[config.mk]
export PLATFORM = sky130hd
export DESIGN_NAME = tmr_pwm_chan
export DESIGN_NICKNAME = d
export VERILOG_FILES = /design/src/rtl/tpc_pkg.sv /design/src/rtl/tpc_prescaler.sv /design/src/rtl/tpc_counter.sv /design/src/rtl/tpc_channel.sv /design/src/rtl/tmr_pwm_chan.sv
export SDC_FILE = /design/constraint.sdc
export NUM_CORES = 1
export LEC_CHECK = 0
export BUFFER_PORTS_ARGS = -buffer_cell sky130_fd_sc_hd__buf_4
export CORE_MARGIN = 4
export CORE_UTILIZATION = 59
export DETAILED_ROUTE_END_ITERATION = 6
export PLACE_DENSITY = 0.8
export SLEW_MARGIN = 20
export SYNTH_ARGS = -nofsm -noshare
export SYNTH_HDL_FRONTEND = slang
export SYNTH_SLANG_ARGS = --single-unit
[constraint.sdc]
create_clock -name clk -period 2.4 [get_ports clk]
set_input_delay 0.24 -clock clk [delete_from_list [all_inputs] [get_ports clk]]
set_output_delay 0.24 -clock clk [all_outputs]
set_load 0.01 [all_outputs]
[src/rtl/tpc_pkg.sv]
package tpc_pkg;

  typedef enum logic [1:0] {
    ACT_NONE   = 2'd0,
    ACT_TOGGLE = 2'd1,
    ACT_CLEAR  = 2'd2,
    ACT_SET    = 2'd3
  } pin_act_e;

  localparam logic [2:0] A_CTRL  = 3'd0;
  localparam logic [2:0] A_WRAP  = 3'd1;
  localparam logic [2:0] A_CMP   = 3'd2;
  localparam logic [2:0] A_CHAN  = 3'd3;
  localparam logic [2:0] A_COUNT = 3'd4;

  localparam int CTRL_HALT    = 0;
  localparam int CTRL_ZERO    = 1;
  localparam int CTRL_SEL_LSB = 2;

  localparam int CHAN_TOV  = 2;
  localparam int CHAN_IE   = 3;
  localparam int CHAN_FCLR = 4;
  localparam int CHAN_FLAG = 5;

endpackage

[src/rtl/tpc_prescaler.sv]
module tpc_prescaler #(
  parameter int SEL_W = 3
) (
  input  logic             clk,
  input  logic             rst_n,
  input  logic             run,
  input  logic             zero,
  input  logic [SEL_W-1:0] sel,
  output logic             tick
);
  localparam int DIV_W = (1 << SEL_W) - 1;

  logic [DIV_W-1:0] div_q, div_d, mask;
  logic             div_en;

  for (genvar gi = 0; gi < DIV_W; gi++) begin : g_mask
    assign mask[gi] = (gi < int'(sel));
  end

  assign tick = run & ~zero & ((div_q & mask) == mask);

  always_comb begin
    div_en = zero | run;
    if (zero) div_d = '0;
    else      div_d = div_q + DIV_W'(1);
  end

  always_ff @(posedge clk or negedge rst_n) begin
    if (!rst_n)      div_q <= '0;
    else if (div_en) div_q <= div_d;
  end
endmodule

[src/rtl/tpc_counter.sv]
module tpc_counter #(
  parameter int CNT_W = 16
) (
  input  logic             clk,
  input  logic             rst_n,
  input  logic             tick,
  input  logic             zero,
  input  logic [CNT_W-1:0] wrap_at,
  output logic [CNT_W-1:0] cnt,
  output logic             wrap
);
  logic [CNT_W-1:0] cnt_q, cnt_d;
  logic             cnt_en;

  assign wrap = tick & (cnt_q == wrap_at);
  assign cnt  = cnt_q;

  always_comb begin
    cnt_en = zero | tick;
    if (zero || wrap) cnt_d = '0;
    else              cnt_d = cnt_q + CNT_W'(1);
  end

  always_ff @(posedge clk or negedge rst_n) begin
    if (!rst_n)      cnt_q <= '0;
    else if (cnt_en) cnt_q <= cnt_d;
  end
endmodule

[src/rtl/tpc_channel.sv]
module tpc_channel
  import tpc_pkg::*;
#(
  parameter int CNT_W = 16
) (
  input  logic             clk,
  input  logic             rst_n,
  input  logic             tick,
  input  logic             wrap,
  input  logic [CNT_W-1:0] cnt,
  input  logic [CNT_W-1:0] cmp,
  input  pin_act_e         act,
  input  logic             tov,
  input  logic             ie,
  input  logic             flag_clr,
  output logic             pin,
  output logic             flag,
  output logic             irq
);
  logic hit;
  logic pin_q, pin_d, pin_en;
  logic flag_q, flag_d, flag_en;

  assign hit = tick & (cnt == cmp);

  always_comb begin
    pin_en = (wrap & tov) | hit;
    pin_d  = pin_q;
    if (wrap && tov) begin
      pin_d = 1'b1;
    end else if (hit) begin
      case (act)
        ACT_TOGGLE: pin_d = ~pin_q;
        ACT_CLEAR:  pin_d = 1'b0;
        ACT_SET:    pin_d = 1'b1;
        default:    pin_d = pin_q;
      endcase
    end
  end

  always_comb begin
    flag_en = hit | flag_clr;
    flag_d  = hit | (flag_q & ~flag_clr);
  end

  always_ff @(posedge clk or negedge rst_n) begin
    if (!rst_n) begin
      pin_q  <= 1'b0;
      flag_q <= 1'b0;
    end else begin
      if (pin_en)  pin_q  <= pin_d;
      if (flag_en) flag_q <= flag_d;
    end
  end

  assign pin  = pin_q;
  assign flag = flag_q;
  assign irq  = flag_q & ie;
endmodule

[src/rtl/tmr_pwm_chan.sv]
module tmr_pwm_chan
  import tpc_pkg::*;
#(
  parameter int CNT_W = 16,
  parameter int SEL_W = 3
) (
  input  logic             clk,
  input  logic             rst_n,
  input  logic             wr_en,
  input  logic [2:0]       wr_addr,
  input  logic [CNT_W-1:0] wr_data,
  input  logic [2:0]       rd_addr,
  output logic [CNT_W-1:0] rd_data,
  output logic             ch_pin,
  output logic             ch_flag,
  output logic             irq
);
  logic rst_meta_q, rst_sync_q;

  always_ff @(posedge clk or negedge rst_n) begin
    if (!rst_n) begin
      rst_meta_q <= 1'b0;
      rst_sync_q <= 1'b0;
    end else begin
      rst_meta_q <= 1'b1;
      rst_sync_q <= rst_meta_q;
    end
  end

  logic             halt_q;
  logic [SEL_W-1:0] sel_q;
  logic [CNT_W-1:0] mod_q, cmp_q;
  pin_act_e         act_q;
  logic             tov_q, ie_q;

  logic ctrl_we, wrap_we, cmp_we, chan_we;
  logic zero_cmd, flag_clr;

  always_comb begin
    ctrl_we  = wr_en && (wr_addr == A_CTRL);
    wrap_we  = wr_en && (wr_addr == A_WRAP);
    cmp_we   = wr_en && (wr_addr == A_CMP);
    chan_we  = wr_en && (wr_addr == A_CHAN);
    zero_cmd = ctrl_we && wr_data[CTRL_ZERO];
    flag_clr = chan_we && wr_data[CHAN_FCLR];
  end

  always_ff @(posedge clk or negedge rst_sync_q) begin
    if (!rst_sync_q) begin
      halt_q <= 1'b1;
      sel_q  <= '0;
    end else if (ctrl_we) begin
      halt_q <= wr_data[CTRL_HALT];
      sel_q  <= wr_data[CTRL_SEL_LSB +: SEL_W];
    end
  end

  always_ff @(posedge clk or negedge rst_sync_q) begin
    if (!rst_sync_q)  mod_q <= '1;
    else if (wrap_we) mod_q <= wr_data;
  end

  always_ff @(posedge clk or negedge rst_sync_q) begin
    if (!rst_sync_q) cmp_q <= '0;
    else if (cmp_we) cmp_q <= wr_data;
  end

  always_ff @(posedge clk or negedge rst_sync_q) begin
    if (!rst_sync_q) begin
      act_q <= ACT_NONE;
      tov_q <= 1'b0;
      ie_q  <= 1'b0;
    end else if (chan_we) begin
      act_q <= pin_act_e'(wr_data[1:0]);
      tov_q <= wr_data[CHAN_TOV];
      ie_q  <= wr_data[CHAN_IE];
    end
  end

  logic             tick_w, wrap_w;
  logic [CNT_W-1:0] cnt_w;

  tpc_prescaler #(.SEL_W(SEL_W)) u_psc (
    .clk   (clk),
    .rst_n (rst_sync_q),
    .run   (~halt_q),
    .zero  (zero_cmd),
    .sel   (sel_q),
    .tick  (tick_w)
  );

  tpc_counter #(.CNT_W(CNT_W)) u_cnt (
    .clk     (clk),
    .rst_n   (rst_sync_q),
    .tick    (tick_w),
    .zero    (zero_cmd),
    .wrap_at (mod_q),
    .cnt     (cnt_w),
    .wrap    (wrap_w)
  );

  tpc_channel #(.CNT_W(CNT_W)) u_ch (
    .clk      (clk),
    .rst_n    (rst_sync_q),
    .tick     (tick_w),
    .wrap     (wrap_w),
    .cnt      (cnt_w),
    .cmp      (cmp_q),
    .act      (act_q),
    .tov      (tov_q),
    .ie       (ie_q),
    .flag_clr (flag_clr),
    .pin      (ch_pin),
    .flag     (ch_flag),
    .irq      (irq)
  );

  always_comb begin
    rd_data = '0;
    case (rd_addr)
      A_CTRL: begin
        rd_data[CTRL_HALT]                = halt_q;
        rd_data[CTRL_SEL_LSB +: SEL_W]    = sel_q;
      end
      A_WRAP:  rd_data = mod_q;
      A_CMP:   rd_data = cmp_q;
      A_CHAN: begin
        rd_data[1:0]      = act_q;
        rd_data[CHAN_TOV]  = tov_q;
        rd_data[CHAN_IE]   = ie_q;
        rd_data[CHAN_FLAG] = ch_flag;
      end
      A_COUNT: rd_data = cnt_w;
      default: rd_data = '0;
    endcase
  end
endmodule

==> run metrics <==
yosys warns=0; CP Data Required Time=2640 ps; worst-margin pin slew=810 ps; Avg Inst Size Synth=around 11 sq um; R2R Path End=u_ch.pin$_DFFE_PN0P_; largest family of logic cells by synthesized area=simple AND/OR/NAND/NOR gates; via count=around 2900; # setup viols final=0; CTS tree=done; clk_lat worst skew=350 ps; Final Hold Fails=0; clock sink count=67; fillers=roughly 450; first-pass GRT wire length=roughly 15 mm; All-Layer GR Usage=about a quarter; worst vdd ir=0.696 mV; Reg2Reg Setup Slack=about 280 ps; XOR/XNOR Fraction of Synth Area=about an eighth; Worst Skew=slightly below 10 ps; Synth Area in Compound Gates=roughly a tenth; top_reg_cell synth=dfrtp_1; ANT cells=0; count of flip-flops with a built-in enable after synthesis=0; DIE AREA=roughly 7900 sq um; DR iter-0 viols=226; Post-Route WL=between 8 and 9 mm; Crit path max-delay family=simple AND/OR/NAND/NOR gates; critical path arrival=2360 ps; crit-path max FO=8; hold depth=2; RSZ-0062 raised after global routing=false; total core area=6350 sq um; RR Startpoint=u_cnt.cnt[2]$_DFFE_PN0P_; worst r2r path cells=6; TritonCTS buffer count=9; number of global-route vias before repair=roughly 3000; CP max stage delay=approximately 620 ps; Leak Pwr=about 0.0018 uW; Setup crit end kind=register; Slew Limit Fails=0; Netlist cell types=~50; CP Class=register to register; first-pass iteration count of the detailed router=4; FMAX=roughly 470 MHz; Post-Synthesis Cells=between 300 and 400; layout cells sized above 1=35.4%; clk root buf=clkbuf_8; Synth Area in Adders=less than 1%; GP Congestion=slightly above 0.9; Ports=44; Clk pin slew, worst setup/hold paths=70 ps; async set-reset flop share out of synthesis=100%; Pwr Density=just over 900 nW/um^2; grt total ovfl=0; Final ANT Viol Nets=0; largest net degree at the start of global routing=66; Register Area=~1700 sq um; Crit-path slowest cell=nor4_1; Syn Nets=385; # nets final=424; clock buffer depth=2; worst hold start=wr_data[7]; maxcap violations=0; post-synthesis sequential element count=67; sequential-to-total area share from yosys stat=44.2%; Simple-Gate Fraction of Synth Area=~15%; Resize count post-CTS=0; Hold Path End=cmp_q[7]$_DFFE_PN0P_; Tcrit/Tclk final=88.4%; initial antenna violation count=0; CP cell instances=xnor2_1, nand4_1, nor4_1, o2111ai_1, o2bb2ai_1, a21oi_1; Initial Util=between 60% and 70%; multi-input combinational cell area=slightly below 2000 sq um; I/O Buffers=between 40 and 50; detailed-placement wirelength estimate=roughly 6.4 mm; die height=88.7 microns; DRC Markers=0; Max-slew headroom=46.0%; dpl cells=between 400 and 500; WL/cell=roughly 19 microns; status=finished, final reports clean; CP bufs+invs=0; drt via density=~6; Final min period=2120 ps; # rows=29; Tot Pwr=3990 uW; Hold-fix buffers, CTS=1; Setup crit start kind=register; HP Class=primary input to register; setup bufs post-CTS=0; Layout area overhead=14.3%; Finished Layout Cells=around 480; synthesized area=3840 sq um; setup TNS=0 ps; H-tree Lvls=3; Die W=just under 90 microns; mux contribution to synthesized area=about 14%
-- sequential cells by signal, summed over array words and instances (netlist names) --
signal,cells
rst_sync_q,1
halt_q,1
cmp_q,16
mod_q,16
u_ch.flag,1
ie_q,1
u_ch.pin,1
rst_meta_q,1
sel_q,3
u_cnt.cnt,16
u_psc.div_q,7
tov_q,1
act_q,2
-- layer usage --
layer / global-route usage, % / up-vias / share of wire, % / wire (microns)
met3: 6.24 / 30 / 5.0 / 444
li1: - / 1334 / - / -
met2: 39.7 / 85 / 48 / 4250
met4: 12.5 / 0 / 3.3 / 298
met1: 33.7 / 1430 / 44 / 3940
met5: 0 / - / 0 / 0
-- stage by stage --
stage / cell area, sq um / utilization [%] / hold slack, ps / worst slack [ps]
global route: 4390 / 69.1 / 109 / 139
global placement: 4160 / 65.5 / 21.5 / 430
finish: 4390 / 69.1 / 127 / 277
CTS: 4390 / 69.1 / 111 / 304
floorplan: 3840 / - / -55.6 / 426
detailed placement: 4160 / 65.5 / 23.0 / 318
-- cells in the mapped netlist (3+ instances only) --
library cell / count / area share, %
mux2_2: 43 / 13
a21oi_1: 3 / 0.39
nand3_1: 5 / 0.65
buf_2: 4 / 0.52
ha_1: 3 / 0.98
nor4_1: 5 / 0.82
mux2i_1: 5 / 1.3
nand4_1: 12 / 2.0
nand2_1: 26 / 2.5
dfstp_2: 17 / 12
clkbuf_1: 10 / 0.98
xnor2_1: 48 / 11
dfrtp_1: 50 / 33
buf_6: 5 / 1.5
nor3_2: 3 / 0.78
nor2b_1: 6 / 0.98
nor2_1: 29 / 2.8
and2_1: 3 / 0.49
nor3_1: 5 / 0.65
o21ai_0: 14 / 1.8
xor2_1: 4 / 0.91
o22ai_1: 3 / 0.49
a22oi_1: 19 / 3.7
-- report_power, final --
group	switching, uW	internal (uW)
Sequential	416	1450
Clock	447	587
Combinational	493	599
-- placed cells by master (no fill, tap or decap), types with 4 or more instances in the layout --
cell type	n
nand4_1	12
dfstp_2	17
buf_4	52
o21ai_0	14
nand3_1	5
nand2_1	26
nor2_1	29
nor2b_1	6
mux2_2	43
dfrtp_1	49
xnor2_1	48
clkbuf_8	9
a22oi_1	19
xor2_1	4
nor4_1	5
nor3_1	5
mux2i_1	5
-- cell families after synthesis --
| logic type | Yosys count |
|---|---|
| buffers and inverters | 27 |
| DFF | 67 |
| AOI/OAI and AO/OA | 51 |
| muxes | 48 |
| xor gates and xnor gates | 52 |
| adders and majority gates | 3 |
| and+or+nand+nor | 108 |
| other | 1 |
-- how the worst max path moves through the flow --
stage          depth (start not counted)                startpoint  slack (ps)                   end
5_1_grt                                6  u_cnt.cnt[2]$_DFFE_PN0P_         140  u_ch.pin$_DFFE_PN0P_
3_3_place_gp                           6  u_cnt.cnt[2]$_DFFE_PN0P_         430  u_ch.pin$_DFFE_PN0P_
6_report                               6  u_cnt.cnt[2]$_DFFE_PN0P_         280  u_ch.pin$_DFFE_PN0P_
4_1_cts                                6  u_cnt.cnt[2]$_DFFE_PN0P_         300  u_ch.pin$_DFFE_PN0P_
3_5_place_dp                           6  u_cnt.cnt[2]$_DFFE_PN0P_         320  u_ch.pin$_DFFE_PN0P_
2_1_floorplan                          0      rst_sync_q$_DFF_PN0_         430  act_q[0]$_DFFE_PN0P_
-- final cells by class --
cell class | instances | share of cell area, %
repair buffers | 53 | 9.12
multi-input cells | 263 | 44.8
clock buffers | 10 | 2.91
clock inverters | 6 | 2.05
flip-flops and latches | 67 | 38.7
inverters | 2 | 0.171
well taps | 77 | 2.20
No activity file was read; power rests on OpenSTA's default activity.
